[config.mk]
export PLATFORM = sky130hd
export DESIGN_NAME = dlycode_loader
export DESIGN_NICKNAME = d
export VERILOG_FILES = /design/src/rtl/dlycode_pkg.sv /design/src/rtl/dlycode_sync.sv /design/src/rtl/dlycode_chain.sv /design/src/rtl/dlycode_channel.sv /design/src/rtl/dlycode_loader.sv
export SDC_FILE = /design/constraint.sdc
export NUM_CORES = 1
export LEC_CHECK = 0
export ABC_AREA = 1
export BUFFER_PORTS_ARGS = -buffer_cell sky130_fd_sc_hd__clkbuf_2
export CAP_MARGIN = 20
export CORE_MARGIN = 2
export CORE_UTILIZATION = 54
export CTS_BUF_LIST = sky130_fd_sc_hd__clkbuf_4 sky130_fd_sc_hd__clkbuf_8
export DETAILED_ROUTE_END_ITERATION = 7
export PLACE_DENSITY = 0.75
export SLEW_MARGIN = 20
export SYNTH_ARGS = -nofsm -noshare
export SYNTH_HDL_FRONTEND = slang
export SYNTH_HIERARCHICAL = 1
export SYNTH_SLANG_ARGS = --single-unit
[constraint.sdc]
create_clock -name clk -period 12.56 [get_ports clk]
set_input_delay 2.512 -clock clk [delete_from_list [all_inputs] [get_ports clk]]
set_output_delay 2.512 -clock clk [all_outputs]
set_load 0.05 [all_outputs]
[src/rtl/dlycode_pkg.sv]
package dlycode_pkg;
    localparam int CODE_W  = 10;
    localparam int NCH     = 2;
    localparam int CHAIN_W = CODE_W * NCH;
    localparam int BASE_PS = 2000;
    localparam int STEP_PS = 5;
    localparam int DLY_W   = $clog2(BASE_PS + STEP_PS * ((1 << CODE_W) - 1) + 1);

    typedef enum logic [0:0] {
        SHIFT_ST = 1'b0,
        XFER_ST  = 1'b1
    } ld_state_e;
endpackage

[src/rtl/dlycode_sync.sv]
module dlycode_sync #(
    parameter int WIDTH  = 3,
    parameter int STAGES = 2
) (
    input  logic             clk,
    input  logic             rst_n,
    input  logic [WIDTH-1:0] async_i,
    output logic [WIDTH-1:0] sync_o,
    output logic [WIDTH-1:0] rise_o
);
    logic [WIDTH-1:0] stage_q [STAGES];
    logic [WIDTH-1:0] prev_q;

    genvar g;
    generate
        for (g = 0; g < STAGES; g++) begin : g_stage
            always_ff @(posedge clk or negedge rst_n) begin
                if (!rst_n)      stage_q[g] <= '0;
                else if (g == 0) stage_q[g] <= async_i;
                else             stage_q[g] <= stage_q[(g == 0) ? 0 : g-1];
            end
        end
    endgenerate

    always_ff @(posedge clk or negedge rst_n) begin
        if (!rst_n) prev_q <= '0;
        else        prev_q <= stage_q[STAGES-1];
    end

    assign sync_o = stage_q[STAGES-1];
    assign rise_o = stage_q[STAGES-1] & ~prev_q;
endmodule

[src/rtl/dlycode_chain.sv]
module dlycode_chain
    import dlycode_pkg::*;
#(
    parameter int CHAIN_W = 20
) (
    input  logic               clk,
    input  logic               rst_n,
    input  logic               shift_en,
    input  logic               bit_in,
    input  logic               load_lvl,
    output logic               chain_end,
    output logic [CHAIN_W-1:0] hold_o
);
    ld_state_e          state_q, state_d;
    logic [CHAIN_W-1:0] chain_q;
    logic [CHAIN_W-1:0] hold_q;

    // state register
    always_ff @(posedge clk or negedge rst_n) begin
        if (!rst_n) state_q <= SHIFT_ST;
        else        state_q <= state_d;
    end

    // transitions
    always_comb begin
        state_d = state_q;
        unique case (state_q)
            SHIFT_ST: if (load_lvl)  state_d = XFER_ST;
            XFER_ST:  if (!load_lvl) state_d = SHIFT_ST;
            default:  state_d = SHIFT_ST;
        endcase
    end

    // scan chain: newest bit at position 0
    always_ff @(posedge clk or negedge rst_n) begin
        if (!rst_n)        chain_q <= '0;
        else if (shift_en) chain_q <= {chain_q[CHAIN_W-2:0], bit_in};
    end

    // outputs: hold register follows the chain in XFER_ST
    always_ff @(posedge clk or negedge rst_n) begin
        if (!rst_n) hold_q <= '0;
        else begin
            unique case (state_q)
                XFER_ST:  hold_q <= chain_q;
                SHIFT_ST: hold_q <= hold_q;
                default:  hold_q <= hold_q;
            endcase
        end
    end

    assign chain_end = chain_q[CHAIN_W-1];
    assign hold_o    = hold_q;
endmodule

[src/rtl/dlycode_channel.sv]
module dlycode_channel #(
    parameter int CODE_W  = 10,
    parameter int DLY_W   = 13,
    parameter int BASE_PS = 2000,
    parameter int STEP_PS = 5
) (
    input  logic              clk,
    input  logic              rst_n,
    input  logic [CODE_W-1:0] code,
    input  logic              din,
    input  logic              ena_n,
    output logic [DLY_W-1:0]  dly_ps,
    output logic              q,
    output logic              q_n
);
    localparam logic [DLY_W-1:0] BASE_V = DLY_W'(BASE_PS);
    localparam logic [DLY_W-1:0] STEP_V = DLY_W'(STEP_PS);

    logic [DLY_W-1:0] weighted;

    // sum of binary-weighted steps
    always_comb begin
        weighted = '0;
        for (int i = 0; i < CODE_W; i++) begin
            if (code[i]) weighted = weighted + (STEP_V << i);
        end
        dly_ps = BASE_V + weighted;
    end

    always_ff @(posedge clk or negedge rst_n) begin
        if (!rst_n) begin
            q   <= 1'b0;
            q_n <= 1'b1;
        end else if (ena_n) begin
            q   <= 1'b0;
            q_n <= 1'b1;
        end else begin
            q   <= din;
            q_n <= ~din;
        end
    end
endmodule

[src/rtl/dlycode_loader.sv]
module dlycode_loader
    import dlycode_pkg::*;
#(
    parameter int CW  = dlycode_pkg::CODE_W,
    parameter int DW  = dlycode_pkg::DLY_W,
    parameter int BPS = dlycode_pkg::BASE_PS,
    parameter int SPS = dlycode_pkg::STEP_PS
) (
    input  logic          clk,
    input  logic          rst_n,
    input  logic          ser_din,
    input  logic          ser_clk,
    input  logic          ser_load,
    output logic          ser_dout,
    input  logic          in_a,
    input  logic          ena_n_a,
    input  logic          in_b,
    input  logic          ena_n_b,
    output logic          q_a,
    output logic          q_n_a,
    output logic          q_b,
    output logic          q_n_b,
    output logic [CW-1:0] code_a,
    output logic [CW-1:0] code_b,
    output logic [DW-1:0] dly_a,
    output logic [DW-1:0] dly_b
);
    localparam int TOT_W = CW * NCH;

    logic [2:0]       s_lvl, s_rise;
    logic             load_s, sclk_rise, din_s;
    logic [TOT_W-1:0] hold;

    dlycode_sync #(.WIDTH(3), .STAGES(2)) u_sync (
        .clk(clk), .rst_n(rst_n),
        .async_i({ser_load, ser_clk, ser_din}),
        .sync_o(s_lvl), .rise_o(s_rise)
    );

    assign din_s     = s_lvl[0];
    assign sclk_rise = s_rise[1];
    assign load_s    = s_lvl[2];

    dlycode_chain #(.CHAIN_W(TOT_W)) u_chain (
        .clk(clk), .rst_n(rst_n),
        .shift_en(sclk_rise), .bit_in(din_s), .load_lvl(load_s),
        .chain_end(ser_dout), .hold_o(hold)
    );

    logic [CW-1:0] codes  [NCH];
    logic          dins   [NCH];
    logic          enas   [NCH];
    logic [DW-1:0] dlys   [NCH];
    logic          qs     [NCH];
    logic          qns    [NCH];

    assign dins[0] = in_a;  assign enas[0] = ena_n_a;
    assign dins[1] = in_b;  assign enas[1] = ena_n_b;

    genvar c;
    generate
        for (c = 0; c < NCH; c++) begin : g_ch
            assign codes[c] = hold[c*CW +: CW];
            dlycode_channel #(.CODE_W(CW), .DLY_W(DW), .BASE_PS(BPS), .STEP_PS(SPS)) u_ch (
                .clk(clk), .rst_n(rst_n), .code(codes[c]),
                .din(dins[c]), .ena_n(enas[c]),
                .dly_ps(dlys[c]), .q(qs[c]), .q_n(qns[c])
            );
        end
    endgenerate

    assign code_a = codes[0];
    assign code_b = codes[1];
    assign dly_a  = dlys[0];
    assign dly_b  = dlys[1];
    assign q_a    = qs[0];
    assign q_n_a  = qns[0];
    assign q_b    = qs[1];
    assign q_n_b  = qns[1];
endmodule

Word level (Yosys, flattened, before mapping)
Index checks and enable logic that the tools add are counted.
{"block": "word_totals", "input_bits": 9, "register_bits": 53, "wordCells": 60, "out_inout_bits": 51}
{"block": "op_classes", "mux": 26, "bitwise": 4, "add_sub_neg": 20}
{"cell": "2-to-1 mux 13 bit", "n": 18}
{"cell": "adder 11 x 13 -> 13 bit (first input constant)", "n": 2}
{"cell": "adder 13 x 10 -> 13 bit (second input constant)", "n": 2}
{"cell": "adder 13 x 11 -> 13 bit (second input constant)", "n": 2}
{"cell": "adder 13 x 12 -> 13 bit (second input constant)", "n": 2}
{"cell": "adder 13 x 5 -> 13 bit (second input constant)", "n": 2}
{"cell": "adder 13 x 6 -> 13 bit (second input constant)", "n": 2}
{"cell": "adder 13 x 7 -> 13 bit (second input constant)", "n": 2}
{"cell": "adder 13 x 8 -> 13 bit (second input constant)", "n": 2}
{"cell": "adder 13 x 9 -> 13 bit (second input constant)", "n": 2}
{"cell": "2-to-1 mux 20 bit", "n": 1}
{"cell": "adder 3 x 4 -> 5 bit (second input constant)", "n": 2}
{"cell": "2-to-1 mux 3 bit", "n": 2}
{"cell": "2-to-1 mux 1 bit", "n": 5}
{"cell": "bitwise AND 2 bit", "n": 1}
{"cell": "NOT 1 bit", "n": 2}
{"cell": "NOT 2 bit", "n": 1}

Logic depth before layout (Yosys ltp)
Gate-level depths: netlist (run 1).
{"block": "logic_depth", "ltp_word": 20, "depth_mapped": 39, "ltp_nobuf": 39}

Modules after synthesis
Netlist (run 1), hierarchy kept.
{"mod": "dlycode_chain", "area_per_inst_um2": 1559.0, "instances": 1, "cells_per_inst": 171, "seq_area_each_um2": 1026.0}
{"mod": "dlycode_channel at g_ch[0].u_ch", "area_per_inst_um2": 992.2, "instances": 1, "cells_per_inst": 160, "seq_area_each_um2": 51.3}
{"mod": "dlycode_channel at g_ch[1].u_ch", "area_per_inst_um2": 970.9, "instances": 1, "cells_per_inst": 162, "seq_area_each_um2": 51.3}
{"mod": "dlycode_sync", "area_per_inst_um2": 277.8, "instances": 1, "cells_per_inst": 18, "seq_area_each_um2": 225.2}

Worst setup path before layout (run 1)
No wires, ideal clock.
{"block": "synth_timing", "kind": "reg2out", "from": "register u_chain.hold_q[0] (netlist: u_chain/hold_o[0])", "to": "output port dly_a[10]", "arrival_ns": 5.693, "slack_ns": 4.355, "required_ns": 10.048, "path_stages_with_launch": 37, "cell_sequence": "dfrtp_1 -> ha_1 -> nand2_1 -> nand2_1 -> ha_1 -> inv_1 -> ha_1 -> o21ai_0 -> ha_1 -> inv_1 -> nand2_1 -> o21ai_2 -> and2_4 -> ha_1 -> nor2_1 -> inv_1 -> nand2_2 -> nand2_4 -> ha_1 -> nor2_1 -> inv_1 -> nand2_2 -> nand2_2 -> ha_1 -> nor2_1 -> inv_1 -> nand2_1 -> nand2_1 -> ha_1 -> nor2_1 -> inv_1 -> nand3_1 -> nand2_1 -> ha_1 -> or2_2 -> nand2_2 -> xnor2_1"}
{"block": "synth_between", "elab_chain_cells": 20}
{"element": "from (decl)", "line": "dlycode_chain.sv:16", "text": "logic [CHAIN_W-1:0] hold_q;"}
{"element": "from (signal assigned)", "line": "dlycode_chain.sv:45", "text": "XFER_ST: hold_q <= chain_q;"}
{"element": "from (signal assigned)", "line": "dlycode_chain.sv:46", "text": "SHIFT_ST: hold_q <= hold_q;"}
{"element": "from (signal assigned)", "line": "dlycode_chain.sv:47", "text": "default: hold_q <= hold_q;"}
{"element": "2-to-1 mux 3 bit (*)", "line": "dlycode_channel.sv:25", "text": "if (code[i]) weighted = weighted + (STEP_V << i);"}
{"element": "adder 3 x 4 -> 5 bit", "line": "dlycode_channel.sv:25"}
{"element": "2-to-1 mux 13 bit (*)", "line": "dlycode_channel.sv:25"}
{"element": "adder 13 x 5 -> 13 bit", "line": "dlycode_channel.sv:25"}
{"element": "2-to-1 mux 13 bit (*)", "line": "dlycode_channel.sv:25"}
{"element": "adder 13 x 6 -> 13 bit", "line": "dlycode_channel.sv:25"}
{"element": "2-to-1 mux 13 bit (*)", "line": "dlycode_channel.sv:25"}
{"element": "adder 13 x 7 -> 13 bit", "line": "dlycode_channel.sv:25"}
{"element": "[4 not listed]"}
{"element": "2-to-1 mux 13 bit (*)", "line": "dlycode_channel.sv:25"}
{"element": "adder 13 x 10 -> 13 bit", "line": "dlycode_channel.sv:25"}
{"element": "2-to-1 mux 13 bit (*)", "line": "dlycode_channel.sv:25"}
{"element": "adder 13 x 11 -> 13 bit", "line": "dlycode_channel.sv:25"}
{"element": "2-to-1 mux 13 bit (*)", "line": "dlycode_channel.sv:25"}
{"element": "adder 13 x 12 -> 13 bit", "line": "dlycode_channel.sv:25"}
{"element": "2-to-1 mux 13 bit (*)", "line": "dlycode_channel.sv:25"}
{"element": "adder 11 x 13 -> 13 bit (*)", "line": "dlycode_channel.sv:27", "text": "dly_ps = BASE_V + weighted;"}
{"element": "to (decl)", "line": "dlycode_loader.sv:25", "text": "output logic [DW-1:0] dly_a,"}
Mark *: on every way between the ends. The rest lies on a longest branch, timed or not.

Final worst setup path (run 1)
{"block": "layout_timing", "from": "register u_chain.hold_q[0] (netlist: u_chain/hold_o[0])", "to": "output port dly_a[12]"}
Same word-level chain as after synthesis.

==> results.toml, run 1 <==
[power]
ir_drop_uv = 107.2
p_total_mw = 0.7697
p_seq_frac = 0.282
p_leak_nw = 2.414
power_frac_comb = 0.596
p_sw_mw = 0.4253
powerDensity_mw_per_mm2 = 187.9
p_sw_frac = 0.5526
clockPowerShare = 0.122
power.internal_mw = 0.3443

[place]
gp_congestion = 0.8050
hpwl_um = 5186
place_area_mm2 = 0.004005
dp_slack_ps = 4419
io_buffers = 59

[clock_network]
cts_setup_buffers = 0
clkLatencyLatePin_ps = 300
ctsHoldBuffers = 0
cts_buffer_depth = 2
cts_sinks = 52
cts_made_buffers = 5
clk_pin_slew_ps = 90
htreeDepth = 2
cts_tree = "yes"
cts_resized = 0
cts_root_buffer = "clkbuf_8"

[cells_and_area]
fillCellCount = 641
register_area_mm2 = 0.001304
finalNetCount = 586
multi_input_area_mm2 = 0.002102
diodes = 0
stdcell_area_mm2 = 0.004095
drive_above_1_share = 0.2849
area_delta_synth_final_pct = 10.02

[floorplan]
die_w_um = 87.03
num_rows = 30
start_util = 0.5540
die_area_mm2 = 0.007573
die_y_um = 87.03
fp.coreArea_mm2 = 0.006719
num_io_pins = 60

[detailed_routing]
wirelength_um = 6644
viasPerCell = 4.846
antenna_left = 0
drt_iter0_markers = 119
vias = 3092
firstDrtPassIters = 6
routedWlPerCell_um = 10.41
drc = 0

[yosys]
syn_area_mm2 = 0.003722
syn_area_per_cell_um2 = 7.386
synth_cells = 504
synth_nets = 533
yosys_warnings = 6

[timing]
period_share = 0.6731
rsz0062_at_grt = "no"
worst_slew_pin_slew_ps = 788.4
slew_violations = 0
setup_violations = 0
skew_ps = 10.09
relSlewSlack = 0.4739
hold_viol_final = 0
finalSetupTns_ps = 0
period_needed_ps = 8454
fmax_mhz = 118.3
setup_slack_ps = 4106

[critical_path]
r2r_cells = 4
cp.depth = 40
critical_path_class = "reg -> out"
start_kind = "flop"
crit_fanout = 5
max_stage_delay_ps = 450
required_ps = 10050
critPathArrivalTime_ps = 5940
cp_num_buf_inv = 7
cp_slowest_cell = "dfrtp_1"
critPathTopFamily = "simple AND/OR/NAND/NOR gates"
cp-end-kind = "primary output"

[global_routing]
antenna_found_initial = 0
grt_start_max_net_pins = 53
grt.overflow.total = 0
grt_pass1_wl_um = 11490
track_usage = 0.1814
grt_pass1_vias = 2775

[worst_hold_path]
hold_path_depth = 0
hold_class = "reg -> reg"

[flow_run]
drv_cap = 0

[run_status]
status = "finished, final reports clean"
layer usage:
layer  vias to the layer above  GRT usage  part of all wire
li1                       1654          -                 -
met1                      1383     0.2334              0.47
met2                        48     0.3234              0.49
met3                         7    0.02938             0.033
met4                         0    0.03409            0.0080
met5                         -          0                 0
worst reg2reg max path, delay by kind of cell (launching register included):
kind	cells	cell delay, ps
buffers and inverters	1	340
and+or+nand+nor	3	830
DFF	1	380
flip-flops by register name, indices dropped and copies added (netlist names):
signal           flops
g_ch.u_ch/q_n        2
u_sync/stage_q       3
u_sync/sync_o        3
u_sync/prev_q        1
u_chain/state_q      1
u_chain/chain_q     20
g_ch.u_ch/q          2
u_chain/hold_o      20
through the flow:
step / hold slack [ps] / util / instances
2_1_floorplan: 331.2 / - / 504
3_3_place_gp: 331.9 / 0.5961 / 630
3_5_place_dp: 336.3 / 0.5961 / 630
4_1_cts: 361.5 / 0.6095 / 638
5_1_grt: 369.1 / 0.6095 / 638
6_report: 357.6 / 0.6095 / 638
cells in the final DEF, fill, tap and decap left out, drive strengths merged, types with 3 or more instances in the layout:
cell type	count
nand2	260
clkbuf	65
inv	52
dfrtp	50
nand3	46
nor2	24
ha	20
xor2	13
o21ai	6
or2	5
nand3b	3
cell type report:
class                           instances  area share
Tap cell                               80     0.02444
Clock buffer                            6     0.01864
Sequential cell                        52      0.3184
Inverter                               52     0.04797
Clock inverter                          2    0.003361
Timing Repair Buffer                   60     0.07394
Multi-Input combinational cell        386      0.5133
power by group through the flow:
stage	clock (mW)	combinational, mW	sequential (mW)
after floorplan	0	0.352	0.250
after global placement	0	0.451	0.219
after detailed placement	0	0.461	0.220
after CTS	0.0968	0.463	0.217
after global routing	0.104	0.497	0.221
final	0.0942	0.459	0.217
final timing paths:
kind                                          startpoint                               to  slack [ps]
max in group asynchronous                          rst_n   u_chain/hold_o[12]$_DFFE_PN0P_        9820
hold reg to reg              u_sync/stage_q[4]$_DFF_PN0_       u_sync/sync_o[1]$_DFF_PN0_         360
hold / removal               u_sync/stage_q[4]$_DFF_PN0_       u_sync/sync_o[1]$_DFF_PN0_         360
setup reg to reg              u_sync/prev_q[1]$_DFF_PN0_  u_chain/chain_q[18]$_DFFE_PN0P_       10910
setup / recovery           u_chain/hold_o[0]$_DFFE_PN0P_                        dly_a[12]        4110
min in group asynchronous                          rst_n    u_chain/hold_o[1]$_DFFE_PN0P_        2300
No activity file was read; power rests on OpenSTA's default activity.
==> run 2, diff against run 1 <==
Settings changed: ABC_AREA 1 to 0, PLACE_DENSITY 0.75 to 0.77.
Clock period 12.56 ns to 7.7 ns, I/O delays scaled along.
==> run 2 against run 1 <==
  * Area after synthesis is 15% higher
  * Clock-buffer cell count is 2 higher
  * Register-to-register slack worse by 4700 ps
  * Setup slack worse by 4100 ps
  * Final area is 34% higher
  * First-iteration DRC count is 44% higher
  * Sequential share of layout area is 7.9 points lower
  * Global-route usage is 2.6 points higher
  * Clock skew is 4.6 ps lower
  * Critical path depth is 10 lower
==> results.toml, run 2 <==
[floorplan]
die_y_um = 93.11
num_rows = 32
start_util = 0.5549
fp.coreArea_mm2 = 0.007727
num_io_pins = 60
die_w_um = 93.11
die_area_mm2 = 0.008669

[clock_network]
cts_tree = "yes"
cts_root_buffer = "clkbuf_8"
clkLatencyLatePin_ps = 300
htreeDepth = 2
cts_sinks = 52
cts_made_buffers = 5
cts_buffer_depth = 2
clk_pin_slew_ps = 80

[detailed_routing]
vias = 3406
wirelength_um = 9336
viasPerCell = 5.658
drt_iter0_markers = 171
firstDrtPassIters = 6
routedWlPerCell_um = 15.51
antenna_left = 0
drc = 0

[critical_path]
r2r-start = "u_sync/prev_q[1]$_DFF_PN0_"
cp-startpoint = "u_chain/hold_o[10]$_DFFE_PN0P_"
rrSetupSlack_ps = 6200
crit_fanout = 5
critPathArrivalTime_ps = 6130
cp_common_cell = "ha_4"
start_kind = "flop"
critical_path_class = "reg -> out"
r2r_cells = 2
required_ps = 6160
max_stage_delay_ps = 430
cp-end-kind = "primary output"
worstReg2RegEnd = "u_chain/chain_q[0]$_DFFE_PN0P_"
cp_slowest_cell = "dfrtp_2"
cp-endpoint = "dly_b[11]"

[cells_and_area]
final_cell_mix = "clkbuf_2, mux2_4, buf_4, dfrtp_1, inv_1"
area_delta_synth_final_pct = 27.95
finalNetCount = 528
fin_util = 0.7100
diodes = 0
drive_above_1_share = 0.4980
fillCellCount = 545
final_common_cell = "clkbuf_2"

[yosys]
synth_cells = 407
syn_area_per_cell_um2 = 10.54
syn_area_mm2 = 0.004288
synth_nets = 436
yosys_warnings = 6

[global_routing]
grt_start_max_net_pins = 53
track_usage = 0.2070
grt_pass1_vias = 3201
grt.overflow.total = 0
grt_pass1_wl_um = 14710
antenna_found_initial = 0

[timing]
rsz0062_at_grt = "yes"
period_needed_ps = 7668
slew_violations = 0
skew_ps = 5.538
period_share = 0.9958
worst_slew_pin_slew_ps = 788.9
hold_viol_final = 0
relSlewSlack = 0.4730
fmax_mhz = 130.4
setup_violations = 0

[worst_hold_path]
hold_class = "reg -> reg"

[place]
io_buffers = 59
gp_congestion = 0.8202
hpwl_um = 6248

[flow_run]
drv_cap = 0

[run_status]
status = "finished, final reports clean"
run 2: worst min-delay path by stage:
stage	from	cells past startpoint	slack (ps)	end
2_1_floorplan	u_sync/stage_q[3]$_DFF_PN0_	0	330	u_sync/sync_o[0]$_DFF_PN0_
3_3_place_gp	u_sync/sync_o[2]$_DFF_PN0_	0	330	u_chain/state_q$_DFF_PN0_
3_5_place_dp	u_sync/stage_q[4]$_DFF_PN0_	0	340	u_sync/sync_o[1]$_DFF_PN0_
4_1_cts	u_sync/stage_q[4]$_DFF_PN0_	0	360	u_sync/sync_o[1]$_DFF_PN0_
5_1_grt	u_sync/stage_q[4]$_DFF_PN0_	0	360	u_sync/sync_o[1]$_DFF_PN0_
6_report	u_sync/stage_q[5]$_DFF_PN0_	0	350	u_sync/sync_o[2]$_DFF_PN0_
run 2: per-layer routing:
layer  vias up  wire [um]  global-route usage
met4         0        129             0.05025
met5         -          0                   0
li1       1643          -                   -
met3        12        267             0.02256
met2        73       4778              0.3605
met1      1678       4161              0.2773
run 2: metrics by stage:
step | std cells | setup TNS, ps | cell area [um^2] | worst slack (ps) | hold slack [ps]
after detailed placement | 563 | -148.2 | 4891 | -94.56 | 336.5
after global placement | 563 | 0 | 4891 | 101.1 | 332.2
after global routing | 602 | -593.7 | 5487 | -216.9 | 362.3
after floorplan | 407 | -70.31 | 4476 | -70.31 | 331.2
after CTS | 583 | 0 | 5194 | 1.548 | 356.7
final | 602 | 0 | 5487 | 32.20 | 353.3
run 2: cell type report:
class	instances	area (um^2)	share of cell area
multi-input cells	311	3173	0.5783
inverters	26	100.1	0.01824
well taps	102	127.6	0.02326
clock buffers	8	97.59	0.01779
flip-flops and latches	52	1313	0.2392
repair buffers	103	675.6	0.1231
run 2: repair_timing:
item / CTS / global route
resized for setup: 25 / 26
hold buffers: 0 / 0
pin swaps: 19 / 34
setup endpoints to repair: 7 / 6
setup buffers: 12 / 19
run 2: worst max-delay path: cells and delay by family, from the launching register on:
| kind | cells | cell delay, ps |
|---|---|---|
| adders and majority gates | 9 | 1970 |
| and+or+nand+nor | 7 | 1280 |
| AOI/OAI and AO/OA | 5 | 930 |
| muxes | 2 | 430 |
| DFF | 1 | 430 |
| buffers and inverters | 5 | 420 |
| xor gates and xnor gates | 2 | 360 |
Power of run 2 is left out: the tool's default activity adds up to more than one toggle a clock period on the data nets, which glitch-free logic cannot reach.
==> run 3, diff against run 2 <==
Settings changed: CELL_PAD_IN_SITES_DETAIL_PLACEMENT set to 0, CELL_PAD_IN_SITES_GLOBAL_PLACEMENT set to 1, CORE_ASPECT_RATIO set to 0.9, CORE_UTILIZATION 54 to 43.
==> run 3 against run 2 <==
  * Hold slack lost 1.7 ps
  * Clock skew about the same
  * Utilization is 14 points lower
  * Clock-buffer cell count decreased by 2
  * Final cell count grew 3.5%
  * Sequential share of layout area fell by 0.28 points
  * Highest routed layer unchanged
  * Final area up 1.2%
  * Register-to-register slack better by 20 ps
  * Largest cell class unchanged
  * Global-route usage fell by 4.1 points
  * Wire length shrank 5.1%
  * Via count shrank 2.6%
==> results.toml, run 3 (synthesis results as in run 2) <==
[run_status]
status = "finished, final reports clean"

[global_routing]
use_met1 = 0.2470
grtUsageMet3 = 0.02315
antenna_found_initial = 0
grt_use_met2 = 0.2633
grt.overflow.total = 0
track_usage = 0.1662
grt_pass1_wl_um = 14900
busiest_layer = "met2"
grt_pass1_vias = 3169
grt_start_max_net_pins = 53

[timing]
setup_slack_ps = 72.54
slew_violations = 0
skew_ps = 5.294
period_share = 0.9906
finalSetupTns_ps = 0
relSlewSlack = 0.4934
setup_violations = 0
period_needed_ps = 7627
hold_viol_final = 0
worst_slew_pin_slew_ps = 758.2
fmax_mhz = 131.1
rsz0062_at_grt = "yes"

[place]
hpwl_um = 6341
io_buffers = 59
dp_slack_ps = -41.27
gp_congestion = 0.7937

[critical_path]
cp_num_buf_inv = 4
cp_common_cell = "ha_4"
crit_fanout = 4
cp.depth = 28
rrSetupSlack_ps = 6220
critPathTopFamily = "adder cells"
critPathArrivalTime_ps = 6090
r2r-start = "u_sync/prev_q[1]$_DFF_PN0_"
max_stage_delay_ps = 440
cp-end-kind = "primary output"
cp_slowest_cell = "dfrtp_2"
start_kind = "flop"
worstReg2RegEnd = "u_chain/chain_q[1]$_DFFE_PN0P_"
r2r_cells = 2
critical_path_class = "reg -> out"
required_ps = 6160
cp-endpoint = "dly_a[11]"
cp-startpoint = "u_chain/hold_o[0]$_DFFE_PN0P_"

[cells_and_area]
fillCellCount = 828
drive_above_1_share = 0.5010
diodes = 0
final_cell_mix = "clkbuf_2, mux2_4, dfrtp_1"
final_common_cell = "clkbuf_2"
finalNetCount = 525
register_area_mm2 = 0.001313
multi_input_area_mm2 = 0.003216
area_delta_synth_final_pct = 29.47
fin_util = 0.5724

[worst_hold_path]
hold_class = "reg -> reg"

[clock_network]
cts_sinks = 52
ctsHoldBuffers = 0
cts_made_buffers = 5
cts_tree = "yes"
clk_pin_slew_ps = 90
cts_buffer_depth = 2
cts_root_buffer = "clkbuf_8"
clkLatencyLatePin_ps = 300
htreeDepth = 2

[floorplan]
fp.coreArea_mm2 = 0.009699
die_area_mm2 = 0.01079
start_util = 0.4421
num_rows = 34
die_w_um = 109.3
die_y_um = 98.74
num_io_pins = 60

[detailed_routing]
routedWlPerCell_um = 14.22
vias = 3317
antenna_left = 0
viasPerCell = 5.324
drc = 0
wirelength_um = 8859
firstDrtPassIters = 4
drt_iter0_markers = 175

[flow_run]
drv_cap = 0
[run 3: cell count changes in the layout (fill, tap and decap cells not counted), moves of 2 or more]
| cell | previous run | this run |
|---|---|---|
| clkbuf_4 | 2 | 0 |
| ha_2 | 4 | 2 |
| ha_4 | 12 | 15 |
| inv_1 | 22 | 20 |
| mux2i_2 | 1 | 3 |
[run 3: how the worst min path moves through the flow]
stage,startpoint,to,slack (ps),depth (start not counted)
after floorplan,u_sync/stage_q[3]$_DFF_PN0_,u_sync/sync_o[0]$_DFF_PN0_,330,0
after global placement,u_sync/stage_q[4]$_DFF_PN0_,u_sync/sync_o[1]$_DFF_PN0_,330,0
after detailed placement,u_sync/stage_q[4]$_DFF_PN0_,u_sync/sync_o[1]$_DFF_PN0_,340,0
after CTS,u_sync/stage_q[4]$_DFF_PN0_,u_sync/sync_o[1]$_DFF_PN0_,360,0
after global routing,u_sync/stage_q[3]$_DFF_PN0_,u_sync/sync_o[0]$_DFF_PN0_,370,0
final,u_sync/sync_o[2]$_DFF_PN0_,u_chain/state_q$_DFF_PN0_,350,0
[run 3: stage by stage]
step	instances	cell area, um^2	hold slack [ps]
after floorplan	407	4476	331.2
final	623	5552	351.6
after detailed placement	589	4936	335.8
after global routing	623	5552	372.8
after CTS	611	5280	357.9
after global placement	589	4936	333.1
[run 3: per-layer routing]
metal / wire, um / share of wire / vias up
li1: - / - / 1650
met3: 230 / 0.026 / 6
met2: 4264 / 0.48 / 49
met4: 51 / 0.0058 / 0
met5: 0 / 0 / -
met1: 4312 / 0.49 / 1612
[run 3: worst register-to-register path: cells and delay by family, from the launching register on]
kind             cells  cell delay (ps)
flip-flops           1              400
multiplexers         1              360
AND/OR/NAND/NOR      1              610
[run 3: repair_timing]
item                                    4_1_cts  5_1_grt
endpoints found under the setup margin        6        8
resized for setup                            24       33
pin swaps                                    18       31
buffers inserted                             14       12
[run 3: cell type report]
type | instances | share of cell area
Inverter | 26 | 0.01848
Sequential cell | 52 | 0.2364
Multi-Input combinational cell | 311 | 0.5792
Tap cell | 126 | 0.02840
Clock buffer | 6 | 0.01487
Timing Repair Buffer | 100 | 0.1156
Clock inverter | 2 | 0.006987
Power of run 3 is left out for the same reason.
